===== src/rtl/nor_seq_pkg.sv =====
package nor_seq_pkg;
   localparam int DATA_W = 8;
   localparam int CMP_W  = 11;
   localparam int OFS_W  = 8;

   typedef enum logic [3:0] {
      ST_IDLE, ST_UNLK1, ST_CMDSEL, ST_PROG, ST_AUTOSEL,
      ST_ERS1, ST_ERS2, ST_ERS3, ST_ERASING, ST_CFI, ST_CFI_AS
   } seq_state_e;

   localparam logic [DATA_W-1:0] OP_UNLK_A   = 8'hAA;
   localparam logic [DATA_W-1:0] OP_UNLK_B   = 8'h55;
   localparam logic [DATA_W-1:0] OP_ERS_SET  = 8'h80;
   localparam logic [DATA_W-1:0] OP_IDENT    = 8'h90;
   localparam logic [DATA_W-1:0] OP_PROGRAM  = 8'hA0;
   localparam logic [DATA_W-1:0] OP_BYPASS   = 8'h20;
   localparam logic [DATA_W-1:0] OP_CHIP     = 8'h10;
   localparam logic [DATA_W-1:0] OP_SECTOR   = 8'h30;
   localparam logic [DATA_W-1:0] OP_QUERY    = 8'h98;
   localparam logic [DATA_W-1:0] OP_RESET    = 8'hF0;
   localparam logic [DATA_W-1:0] OP_BYP_EXIT = 8'h00;
   localparam logic [CMP_W-1:0]  QUERY_KEY   = 11'h055;

   localparam logic [2:0] MODE_READ  = 3'd0;
   localparam logic [2:0] MODE_IDENT = 3'd1;
   localparam logic [2:0] MODE_QUERY = 3'd2;
   localparam logic [2:0] MODE_PROG  = 3'd3;
   localparam logic [2:0] MODE_ESET  = 3'd4;
   localparam logic [2:0] MODE_ERUN  = 3'd5;
   localparam logic [2:0] MODE_BYP   = 3'd6;
endpackage


===== src/rtl/nor_addr_norm.sv =====
module nor_addr_norm #(
   parameter int ADDR_W = 16,
   parameter bit BUS16  = 1'b1,
   parameter int OUT_W  = 11
) (
   input  logic [ADDR_W-1:0] byte_addr,
   output logic [OUT_W-1:0]  word_key
);
   generate
      if (BUS16) begin : g_x16
         logic unused_hi;
         assign word_key  = byte_addr[OUT_W:1];
         assign unused_hi = ^{byte_addr[0], byte_addr[ADDR_W-1:OUT_W+1]};
      end else begin : g_x8
         logic unused_hi;
         assign word_key  = byte_addr[OUT_W-1:0];
         assign unused_hi = ^byte_addr[ADDR_W-1:OUT_W];
      end
   endgenerate
endmodule


===== src/rtl/nor_cmd_fsm.sv =====
module nor_cmd_fsm
   import nor_seq_pkg::*;
#(
   parameter int               ADDR_W    = 16,
   parameter logic [CMP_W-1:0] UNLOCK_A0 = 11'h555,
   parameter logic [CMP_W-1:0] UNLOCK_A1 = 11'h2AA
) (
   input  logic              clk,
   input  logic              rst,
   input  logic              wr_en,
   input  logic [CMP_W-1:0]  wr_key,
   input  logic [ADDR_W-1:0] wr_addr,
   input  logic [DATA_W-1:0] wr_data,
   input  logic [DATA_W-1:0] arr_cur,
   input  logic              erase_done,
   output seq_state_e        st,
   output logic              byp,
   output logic              prog_go,
   output logic [ADDR_W-1:0] prog_addr,
   output logic [DATA_W-1:0] prog_word,
   output logic              erase_go,
   output logic              erase_chip,
   output logic [ADDR_W-1:0] erase_addr
);
   seq_state_e nxt_st;
   logic       nxt_byp, abort, do_prog, do_erase, do_chip;
   logic       hit0, hit1, hitq;

   assign hit0 = (wr_key == UNLOCK_A0);
   assign hit1 = (wr_key == UNLOCK_A1);
   assign hitq = (wr_key == QUERY_KEY);

   always_comb begin
      nxt_st   = st;
      nxt_byp  = byp;
      abort    = 1'b0;
      do_prog  = 1'b0;
      do_erase = 1'b0;
      do_chip  = 1'b0;
      if (st == ST_ERASING) begin
         if (erase_done) nxt_st = byp ? ST_CMDSEL : ST_IDLE;
      end else if (wr_en) begin
         if (st != ST_PROG && wr_data == OP_RESET) begin
            if (st == ST_CFI_AS) nxt_st = ST_AUTOSEL;
            else                 abort  = 1'b1;
         end else begin
            case (st)
               ST_IDLE: begin
                  if (hitq && wr_data == OP_QUERY)       nxt_st = ST_CFI;
                  else if (hit0 && wr_data == OP_UNLK_A) nxt_st = ST_UNLK1;
                  else                                   abort  = 1'b1;
               end
               ST_UNLK1: begin
                  if (hit1 && wr_data == OP_UNLK_B) nxt_st = ST_CMDSEL;
                  else                              abort  = 1'b1;
               end
               ST_CMDSEL: begin
                  if (!byp && !hit0) abort = 1'b1;
                  else begin
                     case (wr_data)
                        OP_BYPASS:  nxt_byp = 1'b1;
                        OP_ERS_SET: nxt_st  = ST_ERS1;
                        OP_IDENT:   nxt_st  = ST_AUTOSEL;
                        OP_PROGRAM: nxt_st  = ST_PROG;
                        default:    abort   = 1'b1;
                     endcase
                  end
               end
               ST_PROG: begin
                  do_prog = 1'b1;
                  nxt_st  = byp ? ST_CMDSEL : ST_IDLE;
               end
               ST_AUTOSEL: begin
                  if (byp && wr_data == OP_BYP_EXIT)    abort  = 1'b1;
                  else if (hitq && wr_data == OP_QUERY) nxt_st = ST_CFI_AS;
                  else                                  abort  = 1'b1;
               end
               ST_ERS1: begin
                  if (hit0 && wr_data == OP_UNLK_A) nxt_st = ST_ERS2;
                  else                              abort  = 1'b1;
               end
               ST_ERS2: begin
                  if (hit1 && wr_data == OP_UNLK_B) nxt_st = ST_ERS3;
                  else                              abort  = 1'b1;
               end
               ST_ERS3: begin
                  if (hit0 && wr_data == OP_CHIP) begin
                     do_erase = 1'b1;
                     do_chip  = 1'b1;
                     nxt_st   = ST_ERASING;
                  end else if (wr_data == OP_SECTOR) begin
                     do_erase = 1'b1;
                     nxt_st   = ST_ERASING;
                  end else abort = 1'b1;
               end
               default: abort = 1'b1;
            endcase
         end
      end
      if (abort) begin
         nxt_st  = ST_IDLE;
         nxt_byp = 1'b0;
      end
   end

   always_ff @(posedge clk) begin
      if (rst) begin
         st         <= ST_IDLE;
         byp        <= 1'b0;
         prog_go    <= 1'b0;
         prog_addr  <= '0;
         prog_word  <= '0;
         erase_go   <= 1'b0;
         erase_chip <= 1'b0;
         erase_addr <= '0;
      end else begin
         st       <= nxt_st;
         byp      <= nxt_byp;
         prog_go  <= do_prog;
         erase_go <= do_erase;
         if (do_prog) begin
            prog_addr <= wr_addr;
            prog_word <= arr_cur & wr_data;
         end
         if (do_erase) begin
            erase_chip <= do_chip;
            erase_addr <= wr_addr;
         end
      end
   end
endmodule


===== src/rtl/nor_id_mux.sv =====
module nor_id_mux
   import nor_seq_pkg::*;
#(
   parameter logic [DATA_W-1:0] ID0 = 8'h01,
   parameter logic [DATA_W-1:0] ID1 = 8'h22,
   parameter logic [DATA_W-1:0] ID2 = 8'hFF,
   parameter logic [DATA_W-1:0] ID3 = 8'hFF
) (
   input  logic              ident,
   input  logic [OFS_W-1:0]  ofs,
   input  logic [DATA_W-1:0] arr_rdata,
   output logic [DATA_W-1:0] rd_data
);
   logic [DATA_W-1:0] slot_e, slot_f;

   generate
      if (ID2 == 8'hFF) begin : g_e_arr
         assign slot_e = arr_rdata;
      end else begin : g_e_id
         assign slot_e = ID2;
      end
      if (ID3 == 8'hFF) begin : g_f_arr
         assign slot_f = arr_rdata;
      end else begin : g_f_id
         assign slot_f = ID3;
      end
   endgenerate

   always_comb begin
      rd_data = arr_rdata;
      if (ident) begin
         case (ofs)
            8'h00:   rd_data = ID0;
            8'h01:   rd_data = ID1;
            8'h02:   rd_data = '0;
            8'h0E:   rd_data = slot_e;
            8'h0F:   rd_data = slot_f;
            default: rd_data = arr_rdata;
         endcase
      end
   end
endmodule


===== src/rtl/nor_cmd_seq.sv =====
module nor_cmd_seq
   import nor_seq_pkg::*;
#(
   parameter int               ADDR_W    = 16,
   parameter bit               BUS16     = 1'b1,
   parameter logic [CMP_W-1:0] UNLOCK_A0 = 11'h555,
   parameter logic [CMP_W-1:0] UNLOCK_A1 = 11'h2AA,
   parameter logic [7:0]       ID0       = 8'h01,
   parameter logic [7:0]       ID1       = 8'h22,
   parameter logic [7:0]       ID2       = 8'hFF,
   parameter logic [7:0]       ID3       = 8'hFF
) (
   input  logic              clk,
   input  logic              rst,
   input  logic              wr_en,
   input  logic [ADDR_W-1:0] wr_addr,
   input  logic [7:0]        wr_data,
   input  logic [7:0]        arr_cur,
   input  logic              erase_done,
   input  logic [ADDR_W-1:0] rd_addr,
   input  logic [7:0]        arr_rdata,
   output logic [7:0]        rd_data,
   output logic [2:0]        mode_o,
   output logic              bypass_o,
   output logic              prog_go,
   output logic [ADDR_W-1:0] prog_addr,
   output logic [7:0]        prog_word,
   output logic              erase_go,
   output logic              erase_chip,
   output logic [ADDR_W-1:0] erase_addr
);
   localparam int MIN_ADDR_W = CMP_W + 2;

   generate
      if (ADDR_W < MIN_ADDR_W) begin : g_bad_width
         $error("nor_cmd_seq: ADDR_W too small for the unlock compare");
      end
      if (UNLOCK_A0 == UNLOCK_A1) begin : g_bad_unlock
         $error("nor_cmd_seq: unlock addresses must differ");
      end
   endgenerate

   seq_state_e            st;
   logic [CMP_W-1:0]      wr_key;
   logic [OFS_W-1:0]      rd_ofs;

   nor_addr_norm #(.ADDR_W(ADDR_W), .BUS16(BUS16), .OUT_W(CMP_W)) u_wr_norm (
      .byte_addr(wr_addr), .word_key(wr_key));

   nor_addr_norm #(.ADDR_W(ADDR_W), .BUS16(BUS16), .OUT_W(OFS_W)) u_rd_norm (
      .byte_addr(rd_addr), .word_key(rd_ofs));

   nor_cmd_fsm #(.ADDR_W(ADDR_W), .UNLOCK_A0(UNLOCK_A0), .UNLOCK_A1(UNLOCK_A1)) u_fsm (
      .clk(clk), .rst(rst), .wr_en(wr_en), .wr_key(wr_key), .wr_addr(wr_addr),
      .wr_data(wr_data), .arr_cur(arr_cur), .erase_done(erase_done),
      .st(st), .byp(bypass_o), .prog_go(prog_go), .prog_addr(prog_addr),
      .prog_word(prog_word), .erase_go(erase_go), .erase_chip(erase_chip),
      .erase_addr(erase_addr));

   always_comb begin
      case (st)
         ST_CMDSEL:                 mode_o = bypass_o ? MODE_BYP : MODE_READ;
         ST_PROG:                   mode_o = MODE_PROG;
         ST_AUTOSEL:                mode_o = MODE_IDENT;
         ST_ERS1, ST_ERS2, ST_ERS3: mode_o = MODE_ESET;
         ST_ERASING:                mode_o = MODE_ERUN;
         ST_CFI, ST_CFI_AS:         mode_o = MODE_QUERY;
         default:                   mode_o = MODE_READ;
      endcase
   end

   nor_id_mux #(.ID0(ID0), .ID1(ID1), .ID2(ID2), .ID3(ID3)) u_idmux (
      .ident(mode_o == MODE_IDENT), .ofs(rd_ofs), .arr_rdata(arr_rdata),
      .rd_data(rd_data));
endmodule


===== config.mk =====
export PLATFORM = sky130hd
export DESIGN_NAME = nor_cmd_seq
export DESIGN_NICKNAME = d
export VERILOG_FILES = /design/src/rtl/nor_seq_pkg.sv /design/src/rtl/nor_addr_norm.sv /design/src/rtl/nor_cmd_fsm.sv /design/src/rtl/nor_id_mux.sv /design/src/rtl/nor_cmd_seq.sv
export SDC_FILE = /design/constraint.sdc
export NUM_CORES = 1
export LEC_CHECK = 0
export BUFFER_PORTS_ARGS = -buffer_cell sky130_fd_sc_hd__buf_4
export CORE_MARGIN = 10
export CORE_UTILIZATION = 34
export CTS_BUF_LIST = sky130_fd_sc_hd__clkbuf_2
export DETAILED_ROUTE_END_ITERATION = 7
export MAX_ROUTING_LAYER = met4
export PLACE_DENSITY = 0.72
export SLEW_MARGIN = 20
export SYNTH_ARGS = -nofsm -noshare
export SYNTH_HDL_FRONTEND = slang
export SYNTH_SLANG_ARGS = --single-unit

===== constraint.sdc =====
create_clock -name clk -period 2.2 [get_ports clk]
set_clock_uncertainty 0.05 [all_clocks]
set_input_delay 0.11 -clock clk [delete_from_list [all_inputs] [get_ports clk]]
set_output_delay 0.11 -clock clk [all_outputs]
set_load 0.005 [all_outputs]

==> results of run 1 <==
## cells in the mapped netlist (all sizes together), types with 2 or more instances
library cell	n
nand2	54
dfxtp	48
nor2	37
a21oi	35
mux2i	17
clkbuf	14
nand3	12
o21ai	8
and2	7
and3	7
nor3	7
buf	6
inv	6
nor2b	5
nand4	4
nor4	4
a2111oi	3
a211oi	3
and4	3
o31ai	3
or3	3
a21o	2
a22oi	2
a311oi	2
a31o	2
a31oi	2
nand3b	2
nand4bb	2
nor4bb	2
o211a	2
o211ai	2
o21a	2
or2	2
## layout make-up
cell class | count | area share
Tap cell | 99 | 0.02899
Sequential cell | 48 | 0.2278
Inverter | 6 | 0.006149
Multi-Input combinational cell | 247 | 0.3660
Clock inverter | 3 | 0.01611
Timing Repair Buffer | 179 | 0.3490
Clock buffer | 5 | 0.005857
## path summary, 6_finish.rpt
path | start | to | cells past startpoint
setup / recovery | u_fsm.st[1]$_SDFFE_PP0P_ | u_fsm.st[1]$_SDFFE_PP0P_ | 9
hold reg to reg | u_fsm.prog_addr[15]$_SDFFE_PP0P_ | u_fsm.prog_addr[15]$_SDFFE_PP0P_ | 2
hold / removal | wr_data[1] | u_fsm.prog_word[1]$_SDFFE_PP0P_ | 4
setup reg to reg | u_fsm.st[1]$_SDFFE_PP0P_ | u_fsm.st[1]$_SDFFE_PP0P_ | 9
## kinds of logic after synthesis
family	Yosys count
and+or+nand+nor	154
AOI/OAI and AO/OA	76
DFF	48
buffers and inverters	26
muxes	17
## critical path: cells and delay by family (launching register included)
family	cells	cell delay [ps]
and+or+nand+nor	2	220
AOI/OAI and AO/OA	5	1040
DFF	1	430
buffers and inverters	2	330
## power groups by stage
stage                     clock network [mW]  registers (mW)  logic (mW)
final                                  0.629           0.869       0.231
after global routing                   0.669           0.870       0.246
after detailed placement                   0           0.888       0.165
after floorplan                            0           0.888      0.0424
after global placement                     0           0.888       0.162
after CTS                              0.640           0.873       0.210
## through the flow
stage          utilization  cells  hold WS, ps
2_1_floorplan            -    321        196.0
3_3_place_gp        0.4958    534        308.3
5_1_grt             0.5891    587        1.679
6_report            0.5891    587        27.18
3_5_place_dp        0.4958    534        324.1
4_1_cts             0.5534    574        1.783
## flip-flops by register name (all words and copies together) (netlist names)
register / count
u_fsm.erase_addr: 16
u_fsm.prog_addr: 16
u_fsm.prog_word: 8
u_fsm.st: 4
u_fsm.byp: 1
u_fsm.erase_chip: 1
u_fsm.erase_go: 1
u_fsm.prog_go: 1
## repair_timing
item | 4_1_cts | 5_1_grt
buffers inserted | 1 | 12
hold endpoints to repair | 41 | 2
hold buffers | 31 | 1
cloned | 0 | 1
pin swaps | 0 | 17
resized for setup | 4 | 33
endpoints found under the setup margin | 7 | 13
## layer usage
metal	global-route usage	vias up	routed length, µm	part of all wire
li1	-	1481	-	-
met1	0.1951	1451	4129	0.41
met2	0.2769	139	4883	0.48
met3	0.05193	26	857	0.085
met4	0.05319	0	213	0.021
met5	-	-	0	0
==> results.sh, run 1 <==
export IMPL_grt_max_degree=45
export IMPL_max_freq_mhz=468.5
export IMPL_clk_path_buf_depth=2
export IMPL_worst_path_max_delay_cell="dfxtp_4"
export IMPL_htreeDepth=2
export IMPL_synth_compound_area_share=0.2032
export IMPL_yosysTopAreaCellShare=0.3796
export IMPL_grt_pass1_wl_um=15400
export IMPL_vias=3097
export IMPL_power_density_nw_per_um2=404.5
export IMPL_drive_gt1_frac=0.3791
export IMPL_final_nets=547
export IMPL_antenna_found_initial=0
export IMPL_wl_per_cell_um=17.18
export IMPL_period_needed_ps=2135
export IMPL_swShare=0.2387
export IMPL_track_usage=0.1696
export IMPL_cts_tree="built"
export IMPL_ys_ff_latch=48
export IMPL_cts_root_buf="clkbuf_2"
export IMPL_p_int_mw=1.316
export IMPL_arrival_ps=2480
export IMPL_grt_pass1_vias=3047
export IMPL_status="finished clean"
export IMPL_gr_total_overflow=0
export IMPL_num_rows=31
export IMPL_critPathRequiredTime_ps=2540
export IMPL_synth_area_leader_cell="dfxtp_1"
export IMPL_p_total_mw=1.729
export IMPL_synth_top_family_by_area="simple AND/OR/NAND/NOR gates"
export IMPL_cts_buffers=5
export IMPL_area_growth_pct=68.81
export IMPL_hold_viol_final=0
export IMPL_coreArea_um2=7253
export IMPL_maxCapViolCount=0
export IMPL_end_kind="flop"
export IMPL_final_common_cell="buf_4"
export IMPL_finalSetupViolations=0
export IMPL_leakage_nw=1.809
export IMPL_cp_start_kind="flop"
export IMPL_synthXorXnorAreaFrac=0
export IMPL_drt_total_wl_um=10080
export IMPL_synthMuxAreaShare=0.06723
export IMPL_crit_type="reg2reg"
export IMPL_design_area_um2=4273
export IMPL_dpl_hpwl_um=7118
export IMPL_p_comb_frac=0.133
export IMPL_synth_area_leaders="dfxtp_1, nand2_1, a21oi_1, mux2i_1, nor2_1"
export IMPL_netlist_instances=321
export IMPL_die_area_um2=11300
export IMPL_ff2ff_setup_slack_ps=70
export IMPL_setup_slack_ps=65.39
export IMPL_synthSimpleGateAreaFrac=0.3055
export IMPL_cts_sinks=48
export IMPL_yosysWarnings=0
export IMPL_diodes=0
export IMPL_synth_ff_type="dfxtp_1"
export IMPL_worst_pin_slew_ps=475.4
export IMPL_place_area_um2=3596
export IMPL_max_slew_margin_rel=0.6823
export IMPL_route_detailed_drc=0
export IMPL_worstPathCellList="buf_4 -> nand4b_1 -> nor2_1 -> a211oi_2 -> o211ai_2 -> buf_4 -> o31ai_4 -> a21oi_1 -> a311oi_2"
export IMPL_slowest_delay_ps=430
export IMPL_die_x_um=106.3
export IMPL_multi_input_area_um2=1564
export IMPL_ys_seq_area_frac=0.3796
export IMPL_gp_congestion=0.9510
export IMPL_fin_crit_sh=0.9703
export IMPL_maxSlewViolCount=0
export IMPL_ir_drop_uv=379.3
export IMPL_drtIter0Drc=142
export IMPL_crit_fanout=8
export IMPL_p_sw_mw=0.4126
export IMPL_synthArstFlopShare=0
export IMPL_viasPerCell=5.276
export IMPL_syn_area_um2=2531
export IMPL_hold_class="in2reg"
export IMPL_synth_net_count=381
export IMPL_path_clk_slew_ps=270
export IMPL_finalSetupTns_ps=0
export IMPL_critical_path_most_common_cell="buf_4"
export IMPL_synth_edff_count=0
export IMPL_clkPwrFrac=0.364
export IMPL_fill_cells=624
export IMPL_firstDrtPassIters=4
export IMPL_seq_power_share=0.503
export IMPL_port_buffers=106
export IMPL_synth_cell_types=55
export IMPL_synthAdderAreaFrac=0
export IMPL_synth_avg_cell_area_um2=7.885
export IMPL_pre_cts_ws_ps=1.482
export IMPL_initial_core_util=0.3490
export IMPL_final_cell_mix="buf_4, nand2_1, dfxtp_1"
export IMPL_insertion_delay_ps=460
export IMPL_ant_nets=0
export IMPL_regArea_um2=973.4
export IMPL_ios=115
export IMPL_die_height_um=106.3
Note: power is estimated with default switching activity, not from simulation.
==> run 2: changes to the inputs <==
CORE_UTILIZATION = 49   (was 34)
CTS_CLUSTER_DIAMETER = 150   (was default)
PLACE_DENSITY = 0.81   (was 0.72)
==> results.sh, run 2 (synthesis results as in run 1) <==
export IMPL_max_slew_margin_rel=0.5918
export IMPL_drt_total_wl_um=10430
export IMPL_die_x_um=91.87
export IMPL_place_inst=508
export IMPL_reg2reg_depth=10
export IMPL_cts_tree="built"
export IMPL_cts_buffers=5
export IMPL_critPathRequiredTime_ps=2490
export IMPL_cts_sinks=48
export IMPL_vias=3163
export IMPL_design_area_um2=4225
export IMPL_reg_largest_list="u_fsm.erase_addr (16), u_fsm.prog_addr (16), u_fsm.prog_word (8)"
export IMPL_max_freq_mhz=451.9
export IMPL_place_area_um2=3582
export IMPL_wl_per_cell_um=18.66
export IMPL_ant_nets=0
export IMPL_cp_endpoint="u_fsm.st[3]$_SDFFE_PP0P_"
export IMPL_final_cell_mix="buf_4, nand2_1, dfxtp_1"
export IMPL_htreeDepth=2
export IMPL_gr_total_overflow=0
export IMPL_maxSlewViolCount=0
export IMPL_finalSetupTns_ps=-12.84
export IMPL_period_needed_ps=2213
export IMPL_gp_congestion=0.9604
export IMPL_initial_core_util=0.5020
export IMPL_fin_cells=559
export IMPL_leakage_nw=1.795
export IMPL_worst_pin_slew_ps=610.8
export IMPL_clk_path_buf_depth=2
export IMPL_ff2ff_setup_slack_ps=50
export IMPL_hold_start="rst"
export IMPL_grt_pass1_wl_um=15170
export IMPL_final_common_cell="buf_4"
export IMPL_dpl_hpwl_um=6706
export IMPL_route_detailed_drc=0
export IMPL_hold_viol_final=0
export IMPL_firstDrtPassIters=5
export IMPL_cp_start_kind="input port"
export IMPL_rsz0062_at_grt="yes"
export IMPL_port_buffers=106
export IMPL_antenna_found_initial=1
export IMPL_ios=115
export IMPL_arrival_ps=2510
export IMPL_die_height_um=91.87
export IMPL_viasPerCell=5.658
export IMPL_insertion_delay_ps=420
export IMPL_final_nets=547
export IMPL_coreArea_um2=5042
export IMPL_drtIter0Drc=223
export IMPL_track_usage=0.2228
export IMPL_grt_pass1_vias=3061
export IMPL_cts_root_buf="clkbuf_2"
export IMPL_num_rows=26
export IMPL_power_density_nw_per_um2=406.9
export IMPL_drive_gt1_frac=0.3770
export IMPL_status="complete, but fails checks"
export IMPL_r2r_start="u_fsm.st[3]$_SDFFE_PP0P_"
export IMPL_hold_class="in2reg"
export IMPL_end_kind="flop"
export IMPL_ir_drop_uv=530.2
export IMPL_path_clk_slew_ps=260
export IMPL_setup_worst_path_start="wr_data[1]"
export IMPL_area_growth_pct=66.93
export IMPL_fin_crit_sh=1.006
export IMPL_setup_slack_ps=-12.84
export IMPL_crit_fanout=5
export IMPL_finalSetupViolations=1
export IMPL_maxCapViolCount=0
export IMPL_reg2reg_to="u_fsm.st[2]$_SDFFE_PP0P_"
export IMPL_die_area_um2=8440
export IMPL_min_delay_path_depth=2
export IMPL_grt_max_degree=45
export IMPL_violations="setup timing"
export IMPL_crit_type="in2reg"
run 2: changes by cell type in the layout (fill, tap and decap cells not counted), moves of 2 or more:
cell     before  now
dfxtp_2       1    3
nor4_1        3    1
nor4_2        0    2
nor3_2        4    1
nor3_1        2    5
dfxtp_4       3    1
run 2: timing repair:
action / in CTS / in global routing
hold buffers: 31 / 2
resized for setup: 2 / 34
gates cloned: 0 / 1
hold endpoints to repair: 41 / 2
setup buffers: 0 / 8
endpoints found under the setup margin: 8 / 30
pin swaps: 0 / 10
run 2: through the flow:
stage          total power, mW  hold slack, ps  setup slack, ps  utilization
2_1_floorplan           0.9307           196.0            217.4            -
3_3_place_gp             1.043           306.0            91.34       0.7104
3_5_place_dp             1.046           310.7           -27.74       0.7104
4_1_cts                  1.681           6.171            13.26       0.7921
5_1_grt                  1.767           16.38           -86.09       0.8380
6_report                 1.719           10.46           -12.84       0.8380
run 2: worst min-delay path by stage:
| stage | to | slack, ps |
|---|---|---|
| final | u_fsm.erase_addr[10]$_SDFFE_PP0P_ | 10 |
| after global routing | u_fsm.erase_addr[13]$_SDFFE_PP0P_ | 20 |
| after CTS | u_fsm.prog_word[3]$_SDFFE_PP0P_ | 6 |
| after detailed placement | u_fsm.erase_addr[12]$_SDFFE_PP0P_ | 310 |
| after global placement | u_fsm.erase_addr[15]$_SDFFE_PP0P_ | 310 |
| after floorplan | u_fsm.prog_addr[0]$_SDFFE_PP0P_ | 200 |
run 2: metal layers:
metal,global-route usage,part of all wire
met4,0.08612,0.037
met2,0.3712,0.49
met3,0.06601,0.082
met5,-,0
met1,0.2450,0.39
run 2: area by class of cell:
| class | count | area [µm²] |
|---|---|---|
| multi-input combinational | 247 | 1556 |
| timing repair buffer | 179 | 1494 |
| sequential | 48 | 968.4 |
| fill | 315 | 817.0 |
| tap | 70 | 87.58 |
| clock inverter | 3 | 68.82 |
| clock buffer | 5 | 25.02 |
| inverter | 6 | 22.52 |
| antenna | 1 | 2.502 |
run 2: report_power, final:
| group | internal, mW | switching [mW] | total, mW |
|---|---|---|---|
| Combinational | 0.134 | 0.0935 | 0.228 |
| Sequential | 0.872 | 0.000000190 | 0.872 |
| Clock | 0.309 | 0.310 | 0.620 |
| Total | 1.32 | 0.404 | 1.72 |
run 2: worst max-delay path: stages:
cell and delay (ps):
dlygate4sd3_1 560, buf_4 180, nor3_1 270, and2_1 220, a32oi_1 70, o211a_1 300, nor4_2 360, o21bai_2 160
a2111oi_2 280
==> run 3: changes to the inputs <==
REMOVE_ABC_BUFFERS = 1   (was default)
==> results.sh, run 3 (synthesis results as in run 1) <==
export IMPL_status="complete, but fails checks"
export IMPL_violations="setup timing"
export IMPL_regArea_um2=963.4
export IMPL_reg_largest_list="u_fsm.erase_addr (16), u_fsm.prog_addr (16), u_fsm.prog_word (8)"
export IMPL_critical_path_most_common_cell="buf_12"
export IMPL_hold_class="in2reg"
export IMPL_finalSetupViolations=9
export IMPL_setup_slack_ps=-54.33
export IMPL_p_total_mw=1.509
export IMPL_hold_start="rst"
export IMPL_drtIter0Drc=390
export IMPL_ios=115
export IMPL_fill_cells=275
export IMPL_period_needed_ps=2254
export IMPL_gr_total_overflow=0
export IMPL_reg2reg_to="u_fsm.erase_addr[7]$_SDFFE_PP0P_"
export IMPL_coreArea_um2=5042
export IMPL_hold_viol_final=0
export IMPL_min_delay_path_depth=2
export IMPL_viasPerCell=6.032
export IMPL_multi_input_area_um2=1597
export IMPL_fin_hold_ws_ps=27.39
export IMPL_worstPathCellList="buf_4 -> buf_12 -> nand3b_1 -> a31oi_2 -> a21o_1 -> and3_4 -> o21a_4 -> buf_12 -> mux2i_2 -> nor2_1"
export IMPL_cts_buffers=5
export IMPL_worst_path_max_delay_cell="dfxtp_2"
export IMPL_num_rows=26
export IMPL_die_x_um=91.87
export IMPL_antenna_found_initial=2
export IMPL_ff2ff_setup_slack_ps=-50
export IMPL_whs_endpoint="u_fsm.erase_addr[12]$_SDFFE_PP0P_"
export IMPL_critPathRequiredTime_ps=2500
export IMPL_path_clk_slew_ps=270
export IMPL_final_cell_mix="buf_4, nand2_1, dfxtp_1"
export IMPL_cp_start_kind="flop"
export IMPL_ant_nets=0
export IMPL_crit_type="reg2reg"
export IMPL_worst_pin_slew_ps=486.2
export IMPL_max_freq_mhz=443.6
export IMPL_die_area_um2=8440
export IMPL_rsz0062_at_grt="yes"
export IMPL_grt_pass1_wl_um=16170
export IMPL_ir_drop_uv=412.7
export IMPL_firstDrtPassIters=5
export IMPL_area_growth_pct=66.53
export IMPL_r2r_start="u_fsm.st[2]$_SDFFE_PP0P_"
export IMPL_cts_root_buf="clkbuf_2"
export IMPL_reg2reg_depth=10
export IMPL_port_buffers=106
export IMPL_drive_gt1_frac=0.3856
export IMPL_initial_core_util=0.5020
export IMPL_max_slew_margin_rel=0.6734
export IMPL_cts_tree="built"
export IMPL_crit_fanout=14
export IMPL_leakage_nw=1.771
export IMPL_clk_path_buf_depth=2
export IMPL_htreeDepth=2
export IMPL_route_detailed_drc=0
export IMPL_wl_per_cell_um=21.56
export IMPL_cts_sinks=48
export IMPL_gp_congestion=0.9699
export IMPL_fin_crit_sh=1.025
export IMPL_arrival_ps=2550
export IMPL_drt_total_wl_um=12010
export IMPL_final_nets=544
export IMPL_power_density_nw_per_um2=357.9
export IMPL_maxCapViolCount=0
export IMPL_track_usage=0.2419
export IMPL_grt_pass1_vias=3184
export IMPL_grt_max_degree=45
export IMPL_final_common_cell="buf_4"
export IMPL_maxSlewViolCount=0
export IMPL_end_kind="flop"
export IMPL_die_height_um=91.87
export IMPL_vias=3360
export IMPL_cp_depth=10
export IMPL_critPathBufInv=3
export IMPL_crit_family="compound AO/OA/AOI/OAI gates"
export IMPL_dpl_hpwl_um=6940
export IMPL_insertion_delay_ps=430
export IMPL_slowest_delay_ps=390
[run 3: cell types whose count changed in the layout (fill, tap and decap cells not counted), moves of 3 or more]
cell	delta
buf_6	+3
buf_4	-6
mux2i_1	-3
mux2i_2	+3
[run 3: final cells by class]
| class | instances | area share |
|---|---|---|
| Antenna cell | 2 | 0.001187 |
| Clock buffer | 5 | 0.005936 |
| Clock inverter | 3 | 0.004156 |
| Inverter | 6 | 0.005936 |
| Multi-Input combinational cell | 247 | 0.3787 |
| Sequential cell | 48 | 0.2286 |
| Tap cell | 70 | 0.02078 |
| Timing Repair Buffer | 176 | 0.3547 |
[run 3: metrics by stage]
step / util / cells / setup TNS (ps) / instance area [µm²] / setup WS, ps
CTS: 0.7816 / 544 / 0 / 3941 / 0.06972
global route: 0.8360 / 557 / -1641 / 4215 / -124.0
floorplan: - / 301 / -2161 / 2441 / -135.0
global placement: 0.7040 / 502 / 0 / 3550 / 70.15
detailed placement: 0.7040 / 502 / 0 / 3550 / 33.25
finish: 0.8360 / 557 / -236.0 / 4215 / -54.33
[run 3: how the worst max path moves through the flow]
stage	slack, ps	endpoint	startpoint
floorplan	-140	u_fsm.erase_addr[0]$_SDFFE_PP0P_	u_fsm.st[1]$_SDFFE_PP0P_
finish	-50	u_fsm.erase_addr[7]$_SDFFE_PP0P_	u_fsm.st[2]$_SDFFE_PP0P_
global placement	70	u_fsm.st[3]$_SDFFE_PP0P_	u_fsm.st[0]$_SDFFE_PP0P_
detailed placement	30	u_fsm.st[3]$_SDFFE_PP0P_	wr_addr[8]
CTS	0.07	rd_data[3]	u_fsm.st[2]$_SDFFE_PP0P_
global route	-120	u_fsm.erase_addr[7]$_SDFFE_PP0P_	u_fsm.st[2]$_SDFFE_PP0P_
[run 3: power breakdown]
part	total, mW	switching, mW	internal, mW
sequential	0.873	0.000000212	0.873
clock	0.398	0.320	0.0781
combinational	0.237	0.0993	0.138
[run 3: metal layers]
| layer | global-route usage | up-vias | routed length, µm |
|---|---|---|---|
| li1 | - | 1470 | - |
| met1 | 0.2574 | 1578 | 4325 |
| met2 | 0.4141 | 245 | 5953 |
| met3 | 0.05868 | 67 | 993 |
| met4 | 0.1131 | 0 | 735 |
| met5 | - | - | 0 |
[run 3: timing repair]
item | 4_1_cts | 5_1_grt
resized for setup | 5 | 41
buffers inserted | 2 | 11
setup endpoints to repair | 9 | 30
hold endpoints to repair | 41 | 0
cloned | 0 | 1
hold buffers | 32 | 0
pin swaps | 1 | 16
[run 3: worst reg2reg max path, cell delays in order, from the launching register on]
cell and delay (ps):
dfxtp_2 390, buf_4 140, buf_12 130, nand3b_1 200, a31oi_2 200, a21o_1 150, and3_4 220, o21a_4 190
buf_12 160, mux2i_2 280, nor2_1 90
